**src/rtl/lp_tester_pkg.sv**
```systemverilog
package lp_tester_pkg;
  typedef enum logic [1:0] {
    ST_IDLE = 2'd0,
    ST_RUN  = 2'd1,
    ST_DONE = 2'd2
  } lp_state_e;

  localparam int PART_W = 8;
  localparam int SETTLE_FLOOR = 16;
endpackage

```
**src/rtl/lp_step_seq.sv**
```systemverilog
module lp_step_seq
  import lp_tester_pkg::*;
#(
  parameter int N = 8,
  parameter int SETTLE = 16,
  localparam int IW = $clog2(N),
  localparam int SETTLE_EFF = (SETTLE < SETTLE_FLOOR) ? SETTLE_FLOOR : SETTLE,
  localparam int CW = $clog2(SETTLE_EFF + 1)
) (
  input  logic          clk,
  input  logic          rst_n,
  input  logic          start,
  output lp_state_e     state,
  output logic [IW-1:0] idx,
  output logic          phase,
  output logic          sample,
  output logic          clear
);
  localparam logic [CW-1:0] LAST_CNT = CW'(SETTLE_EFF - 1);
  localparam logic [IW-1:0] LAST_IDX = IW'(N - 1);

  logic [CW-1:0] cnt;

  assign sample = (state == ST_RUN) && (cnt == LAST_CNT);
  assign clear  = (state == ST_IDLE) && start;

  always_ff @(posedge clk) begin
    if (!rst_n) begin
      state <= ST_IDLE;
      idx   <= '0;
      phase <= 1'b0;
      cnt   <= '0;
    end else begin
      case (state)
        ST_IDLE: begin
          if (start) begin
            state <= ST_RUN;
            idx   <= '0;
            phase <= 1'b0;
            cnt   <= '0;
          end
        end
        ST_RUN: begin
          if (cnt == LAST_CNT) begin
            cnt <= '0;
            if (idx == LAST_IDX) begin
              idx <= '0;
              if (phase) begin
                state <= ST_DONE;
                phase <= 1'b0;
              end else begin
                phase <= 1'b1;
              end
            end else begin
              idx <= idx + 1'b1;
            end
          end else begin
            cnt <= cnt + 1'b1;
          end
        end
        default: state <= ST_IDLE;
      endcase
    end
  end
endmodule

```
**src/rtl/lp_drive.sv**
```systemverilog
module lp_drive #(
  parameter int N = 8,
  localparam int IW = $clog2(N)
) (
  input  logic          run,
  input  logic [IW-1:0] idx,
  input  logic          phase,
  output logic [N-1:0]  pin_oe,
  output logic [N-1:0]  pin_out,
  output logic          pull_hi
);
  for (genvar j = 0; j < N; j++) begin : g_pin
    assign pin_oe[j]  = run && (idx == IW'(j));
    assign pin_out[j] = pin_oe[j] && phase;
  end
  assign pull_hi = ~phase;
endmodule

```
**src/rtl/lp_judge.sv**
```systemverilog
module lp_judge
  import lp_tester_pkg::*;
#(
  parameter int N = 8,
  parameter logic [N*PART_W-1:0] PARTNER = '0,
  localparam int IW = $clog2(N)
) (
  input  logic          clk,
  input  logic          rst_n,
  input  logic          clear,
  input  logic          sample,
  input  logic [IW-1:0] idx,
  input  logic          phase,
  input  logic [N-1:0]  pin_in,
  output logic [N-1:0]  open_flag,
  output logic [N-1:0]  short_flag
);
  logic [IW-1:0] pidx;
  logic [N-1:0]  open_n, short_n;

  assign pidx = PARTNER[idx*PART_W +: IW];

  always_comb begin
    open_n  = open_flag;
    short_n = short_flag;
    if (clear) begin
      open_n  = '0;
      short_n = '0;
    end else if (sample) begin
      if (pin_in[pidx] != phase) open_n[idx] = 1'b1;
      for (int j = 0; j < N; j++) begin
        if ((IW'(j) != idx) && (IW'(j) != pidx) && (pin_in[j] == phase))
          short_n[j] = 1'b1;
      end
    end
  end

  always_ff @(posedge clk) begin
    if (!rst_n) begin
      open_flag  <= '0;
      short_flag <= '0;
    end else begin
      open_flag  <= open_n;
      short_flag <= short_n;
    end
  end
endmodule

```
**src/rtl/lp_conn_tester.sv**
```systemverilog
module lp_conn_tester
  import lp_tester_pkg::*;
#(
  parameter int N = 8,
  parameter int SETTLE = 16,
  parameter logic [N*PART_W-1:0] PARTNER =
    {8'd3, 8'd2, 8'd1, 8'd0, 8'd7, 8'd6, 8'd5, 8'd4}
) (
  input  logic         clk,
  input  logic         rst_n,
  input  logic         start,
  input  logic [N-1:0] pin_in,
  output logic [N-1:0] pin_oe,
  output logic [N-1:0] pin_out,
  output logic         pull_hi,
  output logic         done,
  output logic [N-1:0] open_flag,
  output logic [N-1:0] short_flag
);
  localparam int IW = $clog2(N);

  lp_state_e     state;
  logic [IW-1:0] idx;
  logic          phase, sample, clear;

  lp_step_seq #(.N(N), .SETTLE(SETTLE)) u_seq (
    .clk(clk), .rst_n(rst_n), .start(start), .state(state),
    .idx(idx), .phase(phase), .sample(sample), .clear(clear)
  );

  lp_drive #(.N(N)) u_drv (
    .run(state == ST_RUN), .idx(idx), .phase(phase),
    .pin_oe(pin_oe), .pin_out(pin_out), .pull_hi(pull_hi)
  );

  lp_judge #(.N(N), .PARTNER(PARTNER)) u_judge (
    .clk(clk), .rst_n(rst_n), .clear(clear), .sample(sample),
    .idx(idx), .phase(phase), .pin_in(pin_in),
    .open_flag(open_flag), .short_flag(short_flag)
  );

  assign done = (state == ST_DONE);
endmodule

```
**config.mk**
```make
export PLATFORM = sky130hd
export DESIGN_NAME = lp_conn_tester
export DESIGN_NICKNAME = d
export VERILOG_FILES = /design/src/rtl/lp_tester_pkg.sv /design/src/rtl/lp_step_seq.sv /design/src/rtl/lp_drive.sv /design/src/rtl/lp_judge.sv /design/src/rtl/lp_conn_tester.sv
export SDC_FILE = /design/constraint.sdc
export NUM_CORES = 1
export LEC_CHECK = 0
export ABC_AREA = 1
export CAP_MARGIN = 20
export CORE_MARGIN = 1.5
export CORE_UTILIZATION = 44
export DETAILED_ROUTE_END_ITERATION = 8
export GPL_ROUTABILITY_DRIVEN = 0
export PLACE_DENSITY = 0.76
export SYNTH_ARGS = -nofsm -noshare
export SYNTH_HDL_FRONTEND = slang
export SYNTH_SLANG_ARGS = --single-unit
export TNS_END_PERCENT = 1
```
**constraint.sdc**
```tcl
create_clock -name clk -period 1.3 [get_ports clk]
set_input_delay 0.13 -clock clk [delete_from_list [all_inputs] [get_ports clk]]
set_output_delay 0.13 -clock clk [all_outputs]
set_load 0.02 [all_outputs]
```
# Word level (Yosys, flattened, before mapping)
# Index checks and enable logic that the tools add are counted.
# op_classes
add_sub_neg	2
n_lt_le_gt_ge	3
n_eq_ne	37
shifts	1
n_mux	21
bitwise	3
n_reduce_logical	54
# ops
cell	n
variable part select 64 x 7 -> 3 bit, first input constant	1
logical AND 1 bit	35
!= test 3 bit, first input constant	8
AND reduction 2 bit	10
equality test 3 bit, second input constant	4
!= test 2 x 3 -> 1 bit, first input constant	4
two-way mux 5 bit	2
case mux 5 bit (2 select lines)	1
two-way mux 3 bit	3
equality test 1 bit	8
less-than comparator 3 x 4 -> 1 bit, second input constant	2
two-way mux 2 bit	4
!= test 2 bit, second input constant	4
bitwise OR 8 bit	1
AND reduction 4 bit	2
equality test 3 x 2 -> 1 bit, second input constant	2
two-way mux 1 bit	6
!= test 1 x 3 -> 1 bit, first input constant	2
case mux 3 bit (2 select lines)	1
nonzero test 3 bit	2
adder 5 x 1 -> 5 bit, second input constant	1
equality test 5 x 4 -> 1 bit, second input constant	1
case mux 2 bit (2 select lines)	1
adder 3 x 1 -> 3 bit, second input constant	1
14 further kinds	15
# word_totals
reg_bits	27
input_bits	11
output_inout_bits	34
word_cells	134

# Longest topological paths before layout
# depth
ltp_word	5
depth_mapped	10
depth_no_buf	10

# Hierarchy
# Synthesis repeated with hierarchy kept, for this count alone.
# unflattened
hier_cells	250
hier_area_um2	1619.1
# modules_own_cells
module	n_inst	cells_per_inst	area_per_inst_um2	seq_area_each_um2
lp_judge	1	134	912.1	320.3
lp_step_seq	1	78	553.0	220.2
lp_drive	1	34	138.9	0.0
lp_conn_tester	1	4	15.0	0.0

# Worst setup path before layout
# OpenSTA, ideal clock, no wires.
# synth_timing
path_kind	register to output
from	register u_seq.idx[0]
to	output pin_out[2]
arrival_ns	1.527
required_ns	1.170
setup_slack_ns	-0.357
path_stages_with_launch	7
n_path_buf	2
path_cell_list	dfxtp_1 > buf_6 > inv_6 > buf_12 > ha_1 > inv_1 > nor4_1
# synth_via
elab_chain_cells	3
# synth_lines
element	line	rtl
start: declaration	lp_step_seq.sv:14	output logic [IW-1:0] idx,
start signal: assignment	lp_step_seq.sv:55	idx <= idx + 1'b1;
equality test 3 x 2 -> 1 bit	lp_drive.sv:13	assign pin_oe[j] = run && (idx == IW'(j));
logical AND 1 bit	lp_drive.sv:13	
logical AND 1 bit	lp_drive.sv:14	assign pin_out[j] = pin_oe[j] && phase;
end: declaration	lp_conn_tester.sv:14	output logic [N-1:0] pin_out,
# No other way between the ends.

# Worst setup path after layout
# layout_timing
from	register u_seq.idx[1]
to	output pin_out[4]
# layout_via
elab_chain_cells	3
# layout_lines
element	line
equality test 3 bit	lp_drive.sv:13
logical AND 1 bit	lp_drive.sv:13
logical AND 1 bit	lp_drive.sv:14
# No other way between the ends.

==> impl_metrics.ini <==
[clocking]
cts_tree = done
h-tree-depth = 1
clock_latency_ns = 0.30
cts_buffers = 3
path_clk_slew_ns = 0.11
cts_sinks = 27
clk_path_buf_depth = 2
cts-root-buf = clkbuf_8

[final_layout]
fillers = 258
num-nets-final = 344
utilization_pct = 78.6
area_growth_pct = 70.9
n_antenna_cell = 0
drive_gt1_share_pct = 44.2

[power]
peakVddDrop_uv = 710
p_leak_nw = 1.30
pwr_density_cell_mw_per_mm2 = 855

[sta]
relSlewSlack_pct = 79.9
setup_violations = 39
period_share_pct = 120
finClkSkew_ns = 0.0166
rsz0062_at_grt = true
max_freq_mhz = 642
whs_ns = 0.446
worst_pin_slew_ns = 0.301
setup_ws_ns = -0.259
slew_viol_final = 0
layout_min_cycle_time_ns = 1.56
finalHoldViolations = 0

[logic_synthesis]
yosysTopAreaCell = dfxtp_1
synth_warnings = 0
synth-seq-cells = 27
synth.net_count = 250
synth_top_area_share_pct = 31.9
syn-cell-area_sq_mm = 0.00170
syn_inst = 228
synthTopCellsByArea = dfxtp_1 (32%), inv_1 (10%), a21oi_1 (8.6%)
yosysSeqAreaShare_pct = 31.9
post_synth.cell_area_avg_sq_um = 7.44
ys_types = 31

[min_path]
hold_end = u_judge.open_flag[7]
hold_depth = 2
min_path_type = flop to flop
min_from = u_judge.open_flag[7]

[job]
cap_violations = 0

[detailed_routing]
drc = 0
first_iter_violations = 57
drt-wirelength-per-cell_um = 14.2
dr_total_vias = 1865
via_per_inst = 5.05
antenna_left = 0
routed_wl_mm = 5.24
dr.pass1.iters = 4

[critical_path]
required_ns = 1.17
worstPathArrival_ns = 1.43
worstSetupEndpointType = output port
ff2ff_path_depth = 9
r2r-start = u_seq.idx[0]
critPathKind = flop to output port
cp_max_fo = 5
start_kind = flop
reg2reg_to = u_judge.open_flag[7]
rrSetupSlack_ns = -0.23

[global_route]
grt_max_degree = 18
grt_pass1_vias = 1797
grt_overflow = 0
grt_antenna_before_repair = 0
grt_usage_pct = 24.4
grt_pass1_wl_mm = 8.07

[die]
rows = 22
die_x_um = 65.1
pin_count = 45
initial_core_util_pct = 46.0
die_area_sq_mm = 0.00423
fp.dieH_um = 65.1
core_area_sq_mm = 0.00369

[status]
outcome = finished, violations left
failed_checks = setup timing

[placed_design]
place_hpwl_mm = 3.39
port_buffers = 44
## layout make-up
class	count	area [sq um]	share of cell area [%]
clock buffers	3	41.3	1.42
clock inverters	1	7.51	0.259
inverters	51	216	7.47
multi-input cells	141	1160	40.0
flip-flops and latches	27	553	19.1
well taps	48	60.1	2.07
repair buffers	98	860	29.7
## report_power, final
part | internal, mW | leakage [nW] | switching (mW)
combinational | 0.442 | 1.06 | 0.622
clock | 0.219 | 0.0217 | 0.305
sequential | 0.859 | 0.222 | 0.0290
## critical path, stage by stage, from the launching register on
cell and delay, ns:
dfxtp_2 0.36, inv_1 0.09, buf_6 0.14, ha_4 0.13
inv_4 0.06, nor4_4 0.16, buf_4 0.19
## logic make-up (layout without fill, tap and decap cells)
kind of cell,after synthesis,after routing,share of synthesized area (%)
xor gates and xnor gates,1,1,0.517
and+or+nand+nor,81,81,25.3
adders and majority gates,11,11,8.12
AOI/OAI and AO/OA,48,48,17.3
DFF,27,27,31.9
buffers and inverters,60,153,16.8
## metrics by stage
stage	total power, mW	instance area [sq um]	setup slack, ns	instances	setup TNS, ns
after floorplan	1.48	1900	-0.0595	228	-1.03
after global placement	1.77	2680	-0.366	357	-10.39
after detailed placement	1.80	2680	-0.417	357	-12.33
after CTS	2.39	2840	-0.213	367	-5.69
after global routing	2.60	2900	-0.323	369	-9.65
final	2.48	2900	-0.259	369	-6.87
## Yosys cell counts (all sizes together)
cell	number
xor2	1
nand4	9
nor4	7
ha	11
a21oi	30
nand3	4
dfxtp	27
inv	51
nor2	30
nand2	22
o21ai	5
a211oi	4
buf	9
nor3	8
a221oi	1
o211ai	8
nand3b	1
## placed cells by master, fill, tap and decap left out, types with 4 or more instances in the layout
cell / n
a211oi_1: 4
a21oi_1: 28
buf_4: 54
buf_6: 10
clkdlybuf4s50_1: 10
dfxtp_1: 21
dfxtp_2: 4
dlygate4sd2_1: 16
ha_1: 7
ha_4: 4
inv_1: 40
inv_2: 6
nand2_1: 12
nand2_2: 8
nand4_1: 9
nor2_1: 17
nor2_2: 8
nor2_4: 4
nor3_4: 8
nor4_4: 6
o211ai_1: 7
## worst max-delay path by stage
| stage | from | endpoint | slack [ns] | cells past startpoint |
|---|---|---|---|---|
| after global routing | u_seq.idx[0] | u_judge.open_flag[7] | -0.32 | 9 |
| after floorplan | u_seq.idx[0] | u_seq.state[0] | -0.06 | 9 |
| final | u_seq.idx[1] | pin_out[4] | -0.26 | 6 |
| after CTS | u_seq.idx[0] | pin_oe[3] | -0.21 | 5 |
| after detailed placement | u_seq.state[0] | u_seq.idx[2] | -0.42 | 8 |
| after global placement | u_seq.idx[2] | pin_out[3] | -0.37 | 5 |
## flip-flops by register name, indices dropped and copies added (netlist names)
| name | cells |
|---|---|
| u_seq.idx | 3 |
| u_judge.open_flag | 8 |
| u_seq.phase | 1 |
| u_seq.state | 2 |
| u_judge.short_flag | 8 |
| u_seq.cnt | 5 |
## routing by layer
metal  vias up  track usage (%)  share of wire, %
met4         0             10.2               2.9
li1        928                -                 -
met3        13             2.08               3.0
met5         -                0                 0
met1       871             27.4                40
met2        53             46.8                54
## what timing repair did
action | 4_1_cts | 5_1_grt
gates resized for setup | 136 | 20
pin swaps | 8 | 11
setup buffers | 6 | 2
setup endpoints to repair | 59 | 45
hold buffers | 0 | 0
Note: power is estimated with default switching activity, not from simulation.
